File: src/rtl/dma_xfer_pkg.sv
package dma_xfer_pkg;

    typedef enum logic [2:0] {
        PH_IDLE  = 3'd0,
        PH_HOLD  = 3'd1,
        PH_GRANT = 3'd2,
        PH_READ  = 3'd3,
        PH_WRITE = 3'd4,
        PH_GAP   = 3'd5
    } phase_e;

    typedef struct packed {
        logic hold;   // bus requested from CPU
        logic ack;    // peripheral told transfer is running
        logic owns;   // engine may drive the bus
        logic rd;     // memory read phase
        logic wr;     // peripheral write phase
    } ctl_t;

    function automatic ctl_t decode_phase(phase_e p);
        ctl_t c;
        c.hold = (p != PH_IDLE);
        c.ack  = (p == PH_GRANT) || (p == PH_READ) || (p == PH_WRITE) || (p == PH_GAP);
        c.owns = c.ack;
        c.rd   = (p == PH_READ) || (p == PH_WRITE);
        c.wr   = (p == PH_WRITE);
        return c;
    endfunction

endpackage

File: src/rtl/dma_xfer_regs.sv
module dma_xfer_regs #(
    parameter int AW = 16,
    parameter int CW = 16
) (
    input  logic          clk,
    input  logic          rst,
    input  logic          cfg_load,
    input  logic [AW-1:0] cfg_addr,
    input  logic [CW-1:0] cfg_count,
    input  logic          busy,
    input  logic          step,
    output logic [AW-1:0] cur_addr,
    output logic          cnt_zero,
    output logic          last_byte
);
    localparam logic [AW-1:0] ADDR_INC = AW'(1);
    localparam logic [CW-1:0] CNT_ONE  = CW'(1);

    logic [CW-1:0] cnt_q;

    always_ff @(posedge clk) begin
        if (rst) begin
            cur_addr <= '0;
            cnt_q    <= '0;
        end else if (cfg_load && !busy) begin
            cur_addr <= cfg_addr;
            cnt_q    <= cfg_count;
        end else if (step) begin
            cur_addr <= cur_addr + ADDR_INC;
            cnt_q    <= cnt_q - CNT_ONE;
        end
    end

    assign cnt_zero  = (cnt_q == '0);
    assign last_byte = (cnt_q == CNT_ONE);

    // every completed byte takes exactly one off the count
    a_r6_count_step: assert property (@(posedge clk) disable iff (rst)
        step |=> (cnt_q == $past(cnt_q) - CNT_ONE));

    // a load request during a transfer leaves the address alone
    a_r10_load_blocked: assert property (@(posedge clk) disable iff (rst)
        (busy && !step && cfg_load) |=> $stable(cur_addr));

endmodule

File: src/rtl/dma_xfer_seq.sv
module dma_xfer_seq
    import dma_xfer_pkg::*;
(
    input  logic clk,
    input  logic rst,
    input  logic periph_req,
    input  logic hold_ack,
    input  logic cnt_zero,
    input  logic last_byte,
    output ctl_t ctl,
    output logic step,
    output logic busy,
    output logic tc_pulse
);
    phase_e ph_q;

    always_ff @(posedge clk) begin
        if (rst) begin
            ph_q     <= PH_IDLE;
            tc_pulse <= 1'b0;
        end else begin
            tc_pulse <= 1'b0;
            unique case (ph_q)
                PH_IDLE:  if (periph_req && !cnt_zero) ph_q <= PH_HOLD;
                PH_HOLD:  if (hold_ack) ph_q <= PH_GRANT;
                PH_GRANT: ph_q <= PH_READ;
                PH_READ:  ph_q <= PH_WRITE;
                PH_WRITE: begin
                    if (last_byte) begin
                        ph_q     <= PH_IDLE;
                        tc_pulse <= 1'b1;
                    end else begin
                        ph_q <= PH_GAP;
                    end
                end
                PH_GAP:   ph_q <= PH_READ;
                default:  ph_q <= PH_IDLE;
            endcase
        end
    end

    assign ctl  = decode_phase(ph_q);
    assign step = (ph_q == PH_WRITE);
    assign busy = (ph_q != PH_IDLE);

    // a read-only cycle is always followed by the write cycle
    a_r4_read_then_write: assert property (@(posedge clk) disable iff (rst)
        (ctl.rd && !ctl.wr) |=> ctl.wr);

    // the hold request only ends together with the terminal count
    a_r2_hold_until_done: assert property (@(posedge clk) disable iff (rst)
        $fell(ctl.hold) |-> tc_pulse);

    // terminal count follows a byte completion and lasts one cycle
    a_r7_tc_after_step: assert property (@(posedge clk) disable iff (rst)
        tc_pulse |-> ($past(step) && !ctl.hold));
    a_r7_tc_single: assert property (@(posedge clk) disable iff (rst)
        tc_pulse |=> !tc_pulse);

endmodule

File: src/rtl/dma_xfer_ctrl.sv
module dma_xfer_ctrl
    import dma_xfer_pkg::*;
#(
    parameter int AW = 16,
    parameter int CW = 16
) (
    input  logic          clk,
    input  logic          rst,
    input  logic          cfg_load,
    input  logic [AW-1:0] cfg_addr,
    input  logic [CW-1:0] cfg_count,
    input  logic          periph_req,
    output logic          periph_ack,
    output logic          hold_req,
    input  logic          hold_ack,
    output logic [AW-1:0] bus_addr,
    output logic          bus_oe,
    output logic          mem_rd_n,
    output logic          io_wr_n,
    output logic          xfer_done
);
    ctl_t          ctl;
    logic          step, busy, cnt_zero, last_byte;
    logic [AW-1:0] cur_addr;

    dma_xfer_regs #(.AW(AW), .CW(CW)) u_regs (
        .clk       (clk),
        .rst       (rst),
        .cfg_load  (cfg_load),
        .cfg_addr  (cfg_addr),
        .cfg_count (cfg_count),
        .busy      (busy),
        .step      (step),
        .cur_addr  (cur_addr),
        .cnt_zero  (cnt_zero),
        .last_byte (last_byte)
    );

    dma_xfer_seq u_seq (
        .clk        (clk),
        .rst        (rst),
        .periph_req (periph_req),
        .hold_ack   (hold_ack),
        .cnt_zero   (cnt_zero),
        .last_byte  (last_byte),
        .ctl        (ctl),
        .step       (step),
        .busy       (busy),
        .tc_pulse   (xfer_done)
    );

    assign hold_req   = ctl.hold;
    assign periph_ack = ctl.ack;
    assign bus_oe     = ctl.owns && hold_ack;
    assign bus_addr   = bus_oe ? cur_addr : '0;
    assign mem_rd_n   = !(ctl.rd && bus_oe);
    assign io_wr_n    = !(ctl.wr && bus_oe);

    // no hold request can start from a zero count
    a_r8_zero_count_ignored: assert property (@(posedge clk) disable iff (rst)
        (!hold_req && cnt_zero) |=> !hold_req);

    // strobes only while the drivers are enabled
    a_r9_strobe_needs_oe: assert property (@(posedge clk) disable iff (rst)
        (!mem_rd_n || !io_wr_n) |-> bus_oe);

    // the write strobe never appears without the read strobe
    a_r4_write_implies_read: assert property (@(posedge clk) disable iff (rst)
        !io_wr_n |-> !mem_rd_n);

    // acknowledge to the peripheral only inside a hold
    a_r3_ack_within_hold: assert property (@(posedge clk) disable iff (rst)
        periph_ack |-> hold_req);

endmodule

File: config.mk
export PLATFORM = sky130hd
export DESIGN_NAME = dma_xfer_ctrl
export DESIGN_NICKNAME = d
export VERILOG_FILES = /design/src/rtl/dma_xfer_pkg.sv /design/src/rtl/dma_xfer_regs.sv /design/src/rtl/dma_xfer_seq.sv /design/src/rtl/dma_xfer_ctrl.sv
export SDC_FILE = /design/constraint.sdc
export NUM_CORES = 1
export LEC_CHECK = 0
export BUFFER_PORTS_ARGS = -buffer_cell sky130_fd_sc_hd__buf_2
export CORE_MARGIN = 2
export CORE_UTILIZATION = 45
export DETAILED_ROUTE_END_ITERATION = 6
export GPL_TIMING_DRIVEN = 0
export PLACE_DENSITY_LB_ADDON = 0.2
export SYNTH_ARGS = -nofsm -noshare
export SYNTH_HDL_FRONTEND = slang
export SYNTH_HIERARCHICAL = 1
export SYNTH_SLANG_ARGS = --single-unit
File: constraint.sdc
create_clock -name clk -period 5.55 [get_ports clk]
set_input_delay 0.2775 -clock clk [delete_from_list [all_inputs] [get_ports clk]]
set_output_delay 0.2775 -clock clk [all_outputs]
set_load 0.02 [all_outputs]
==> results.cfg, run 1 <==
[run_status]
status = completed

[final_layout]
fin_nets = 356
area_growth_syn_to_layout_pct = 22.3
final_layout_size_suffix_gt1_frac = 0.293
antennaDiodeCount = 0
fin_area_mm2 = 0.00256

[drt]
antenna_left = 0
drt_pass1_iterations = 4
wl_per_cell_um = 14.2
drtIter0Drc = 140
vias_per_cell = 5.50
vias = 2031
drc = 0
routed_wl_um = 5220

[sta]
grt_setup_unrepaired = false
min_period_ns = 2.60
fin_crit_sh = 0.469
fin_ws_ns = 2.95
finalSetupTns_ns = 0
hold_viol = 0
worst_clock_skew_ns = 0.0102
slew_headroom = 0.502
fmax_mhz = 384
setup_viol = 0
worst_slew_pin_slew_ns = 0.745
final_max_slew_viol_count = 0

[clock_tree]
cts_buffers = 5
clkSinkCount = 36
h-tree-depth = 2
cts_resized = 0
path_clk_slew_ns = 0.08
cts_tree = yes
cts_max_path_buffers = 2
root_buffer = clkbuf_8
cts_setup_buffers = 0
hold_buffers = 0
insertion_delay_ns = 0.30

[worst_setup_path]
required_ns = 5.77
cp-start-kind = flop
end_kind = flop
cp.arrival_ns = 2.82
max_stage_delay_ns = 0.48
cp_slowest_cell = or3b_2
critical_path_class = flop to flop
worstPathCellList = buf_6 > nor3b_2 > or3b_2 > clkbuf_1 > or3_4 > or4_1 > a311oi_1
cp_num_buf_inv = 2
critPathMaxFanout = 9
cp_top_family = simple AND/OR/NAND/NOR gates

[synthesis]
yosysMostFrequentCell = dfxtp_1
synth-xor-area-share = 0.0962
syn_nets = 291
ys_seq_elements = 36
synth_ff_type = dfxtp_1
yosysTopAreaCellShare = 0.344
ys_seq_area_frac = 0.344
ys_async_sr_fraction = 0
synthAdderAreaFrac = 0.0179
synthCells = 251
synth_top_family_by_area = simple AND/OR/NAND/NOR gates
synth_edf_count = 0
synth.area.mux_share = 0.00956
synthSimpleGateAreaFrac = 0.312
ys_types = 37
synth-compound-area-share = 0.159
syn_area_per_cell_um2 = 8.34
netlist_area_mm2 = 0.00209
ys_warn_count = 6
synth_top_cell_by_area = dfxtp_1
synth_commonest_cells = 36 x dfxtp_1, 35 x nor2_1, 23 x a211oi_1, 18 x xnor2_1, 12 x clkbuf_1
synth.area.top_cells = dfxtp_1 34%, a211oi_1 8.2%, xnor2_1 7.5%, nor2_1 6.3%, a311oi_1 3.3%

[floorplan]
die_h_um = 72.2
rows = 24
initial_core_util = 0.474
core-area_mm2 = 0.00441
fp.dieArea_mm2 = 0.00521
io_pins = 59
fp.dieW_um = 72.2

[power_and_ir_drop]
leakage_uw = 0.00105
p_per_area_mw_per_mm2 = 280
design_power_total_uw = 717
ir_drop_v = 0.000180

[place]
gp_congestion = 0.780
dpl_worst_slack_ns = 2.94
io_buffers = 58
hpwl_um = 3720
place_area_mm2 = 0.00245

[global_route]
track_usage = 0.205
grt_pass1_wl_um = 8270
antenna_found_initial = 0
grt_max_degree = 13
grt.overflow.total = 0
grt_pass1_vias = 1715

[job]
cap_violations = 0

[min_path]
worstHoldPathType = primary input to flop
## power by group
part / total, uW / internal [uW] / switching (uW)
Clock: 235 / 133 / 102
Combinational: 159 / 72.8 / 86.6
Sequential: 322 / 288 / 34.0
## state kept, by name, summed over array words and instances, names as in the netlist
signal,count
u_regs/cnt_q,16
u_regs/cur_addr,16
u_seq/ph_q,3
u_seq/tc_pulse,1
## cell families after synthesis
family	after synthesis
AND/OR/NAND/NOR	117
adder cells (fa/ha/maj)	3
flip-flops	36
buffers and inverters	24
XOR/XNOR	23
multiplexers	2
AO/OA/AOI/OAI	46
## metal layers
metal | routed length [um] | global-route usage
met1 | 2390 | 0.268
met2 | 2450 | 0.339
met3 | 327 | 0.0444
met4 | 59 | 0.0629
met5 | 0 | 0
## per-stage QoR
step	util	hold WS [ns]	std cells
2_1_floorplan	-	0.347	251
3_3_place_gp	0.555	0.504	361
3_5_place_dp	0.555	0.518	361
4_1_cts	0.580	0.235	369
5_1_grt	0.580	0.254	369
6_report	0.580	0.237	369
## final cells by class
type / count / area (um^2)
clock buffer: 5 / 68.8
tap: 52 / 65.1
buffer: 19 / 109
fill: 449 / 1850
inverter: 5 / 18.8
multi-input combinational: 191 / 1240
clock inverter: 3 / 42.5
timing repair buffer: 58 / 290
sequential: 36 / 721
## cell usage in the layout, fill, tap and decap left out, types with 2 or more instances in the layout
master / n
buf_6: 3
nand4_1: 5
nor4_1: 10
and3_2: 9
a21oi_1: 3
and2_1: 2
xnor2_1: 18
inv_1: 5
nand3_1: 6
and3_1: 8
clkbuf_1: 12
dfxtp_1: 36
nand3b_1: 4
nand2_1: 7
nor2_1: 35
a311oi_1: 8
mux2i_1: 2
xor2_1: 5
or3_2: 2
nand2b_1: 3
buf_4: 4
o21ai_0: 9
or2_2: 2
clkbuf_8: 5
ha_1: 3
a211oi_1: 23
nor3_1: 8
or4_1: 4
or3_4: 2
or3_1: 5
buf_2: 58
## tightest hold or removal path: stages
cell and delay (ns):
buf_2 0.08, mux2i_1 0.05, nor2_1 0.08
## worst paths after layout
check	slack (ns)	to	cells after the start	startpoint
setup / recovery	2.95	u_regs/cnt_q[13]$_SDFFE_PP0P_	7	u_seq/ph_q[2]$_SDFFE_PP0P_
hold / removal	0.24	u_regs/cnt_q[1]$_SDFFE_PP0P_	3	cfg_count[1]
setup reg to reg	2.95	u_regs/cnt_q[13]$_SDFFE_PP0P_	7	u_seq/ph_q[2]$_SDFFE_PP0P_
hold reg to reg	0.53	u_regs/cnt_q[13]$_SDFFE_PP0P_	2	u_regs/cnt_q[13]$_SDFFE_PP0P_
Note: power is estimated with default switching activity, not from simulation.
==> run 2: changes to the inputs <==
==> constraint.sdc (replaced) <==
create_clock -name clk -period 2.1 [get_ports clk]
set_input_delay 0.105 -clock clk [delete_from_list [all_inputs] [get_ports clk]]
set_output_delay 0.105 -clock clk [all_outputs]
set_load 0.02 [all_outputs]
==> results.cfg, run 2 (synthesis gave the netlist of run 1 again) <==
[run_status]
status = finished with violations
violations = setup timing

[floorplan]
rows = 24
core-area_mm2 = 0.00441
io_pins = 59
die_h_um = 72.2
fp.dieArea_mm2 = 0.00521
fp.dieW_um = 72.2
initial_core_util = 0.474

[place]
placedCellCount = 361
dpl_worst_slack_ns = -0.318
io_buffers = 58
gp_congestion = 0.759
hpwl_um = 3740
place_area_mm2 = 0.00247

[final_layout]
reg_top3 = u_regs/cnt_q: 16 flops, u_regs/cur_addr: 16 flops, u_seq/ph_q: 3 flops
fin_area_mm2 = 0.00272
area_growth_syn_to_layout_pct = 29.9
final_cells = 378
postLayoutCoreUtil = 0.616
antennaDiodeCount = 0
final_cell_mix = 58 x buf_2, 35 x nor2_1, 30 x dfxtp_1, 23 x a211oi_1, 18 x xnor2_1
fin_nets = 366
final_layout_size_suffix_gt1_frac = 0.387
final_common_cell = buf_2

[drt]
wl_per_cell_um = 15.0
drt_pass1_iterations = 4
vias = 2106
vias_per_cell = 5.57
drtIter0Drc = 119
drc = 0
antenna_left = 0
routed_wl_um = 5660

[sta]
hold_viol = 0
grt_setup_unrepaired = true
fin_ws_ns = -0.138
slew_headroom = 0.635
fmax_mhz = 447
hold_slack_ns = 0.0620
fin_crit_sh = 1.07
worst_slew_pin_slew_ns = 0.548
final_max_slew_viol_count = 0
setup_viol = 1
min_period_ns = 2.24
worst_clock_skew_ns = 0.00384

[worst_setup_path]
cp-start-kind = flop
max_stage_delay_ns = 0.49
cp_num_buf_inv = 0
reg2reg_slack_ns = -0.14
worstPathCellList = nor3b_4 > or3b_4 > or3_4 > or4_4 > a311oi_2
cp_slowest_cell = or4_4
cp_top_family = simple AND/OR/NAND/NOR gates
cp.arrival_ns = 2.44
required_ns = 2.30
critical_path_class = flop to flop
critPathMaxFanout = 5
end_kind = flop

[clock_tree]
hold_buffers = 0
cts_buffers = 5
h-tree-depth = 2
cts_tree = yes
insertion_delay_ns = 0.29
path_clk_slew_ns = 0.07
root_buffer = clkbuf_8
cts_max_path_buffers = 2
clkSinkCount = 36

[global_route]
antenna_found_initial = 0
grt_pass1_vias = 1896
grt_max_degree = 13
grt.overflow.total = 0
grt_pass1_wl_um = 8790
track_usage = 0.219

[power_and_ir_drop]
p_per_area_mw_per_mm2 = 669
ir_drop_v = 0.000343
leakage_uw = 0.00111

[job]
cap_violations = 0

[min_path]
worstHoldPathType = primary input to flop
-- run 2: changes by cell type in the layout (fill, tap and decap cells not counted), moves of 2 or more --
cell,before,now
or4_4,0,4
dfxtp_4,0,3
buf_4,4,17
or4_1,4,0
clkbuf_1,12,9
dfxtp_2,0,3
buf_6,3,1
clkbuf_2,0,2
nor4_1,10,5
dfxtp_1,36,30
nor4_2,0,4
-- run 2: path summary, 6_finish.rpt --
check	startpoint	cells after the start	to
worst max-delay path	u_seq/ph_q[0]$_SDFFE_PP0P_	5	u_regs/cnt_q[13]$_SDFFE_PP0P_
worst min-delay path	cfg_count[1]	3	u_regs/cnt_q[1]$_SDFFE_PP0P_
worst max register to register	u_seq/ph_q[0]$_SDFFE_PP0P_	5	u_regs/cnt_q[13]$_SDFFE_PP0P_
worst min register to register	u_seq/ph_q[1]$_SDFFE_PP0P_	2	u_seq/ph_q[1]$_SDFFE_PP0P_
-- run 2: worst min-delay path, delay by kind of cell --
family        cells  cell delay, ns
mux               1            0.05
simple gates      1            0.08
buf+inv           1            0.08
-- run 2: routing by layer --
layer,global-route usage,part of all wire,vias to the layer above
met3,0.0486,0.063,8
met4,0.0734,0.014,0
met5,0,0,-
met1,0.270,0.43,969
met2,0.378,0.49,64
li1,-,-,1065
-- run 2: power by group --
part           internal (uW)  switching, uW
logic                    229            254
registers                765           96.3
clock network            226            248
total                   1220            598
-- run 2: layout make-up --
type | instances | area, um^2
Clock buffer | 6 | 72.6
Tap cell | 52 | 65.1
Multi-Input combinational cell | 191 | 1350
Clock inverter | 1 | 5.00
Timing Repair Buffer | 71 | 388
Buffer | 16 | 88.8
Sequential cell | 36 | 736
Inverter | 5 | 18.8
Fill cell | 417 | 1700
-- run 2: what timing repair did --
item | 4_1_cts | 5_1_grt
hold endpoints to repair | 0 | 0
pin swaps | 4 | 7
buffers inserted | 5 | 8
setup endpoints to repair | 17 | 47
resized for setup | 12 | 21
-- run 2: stage by stage --
step,power (uW),setup TNS (ns)
6_report,1820,-0.138
5_1_grt,1910,-0.179
4_1_cts,1770,-0.199
3_5_place_dp,1290,-2.49
3_3_place_gp,1280,-2.30
2_1_floorplan,1150,-0.220
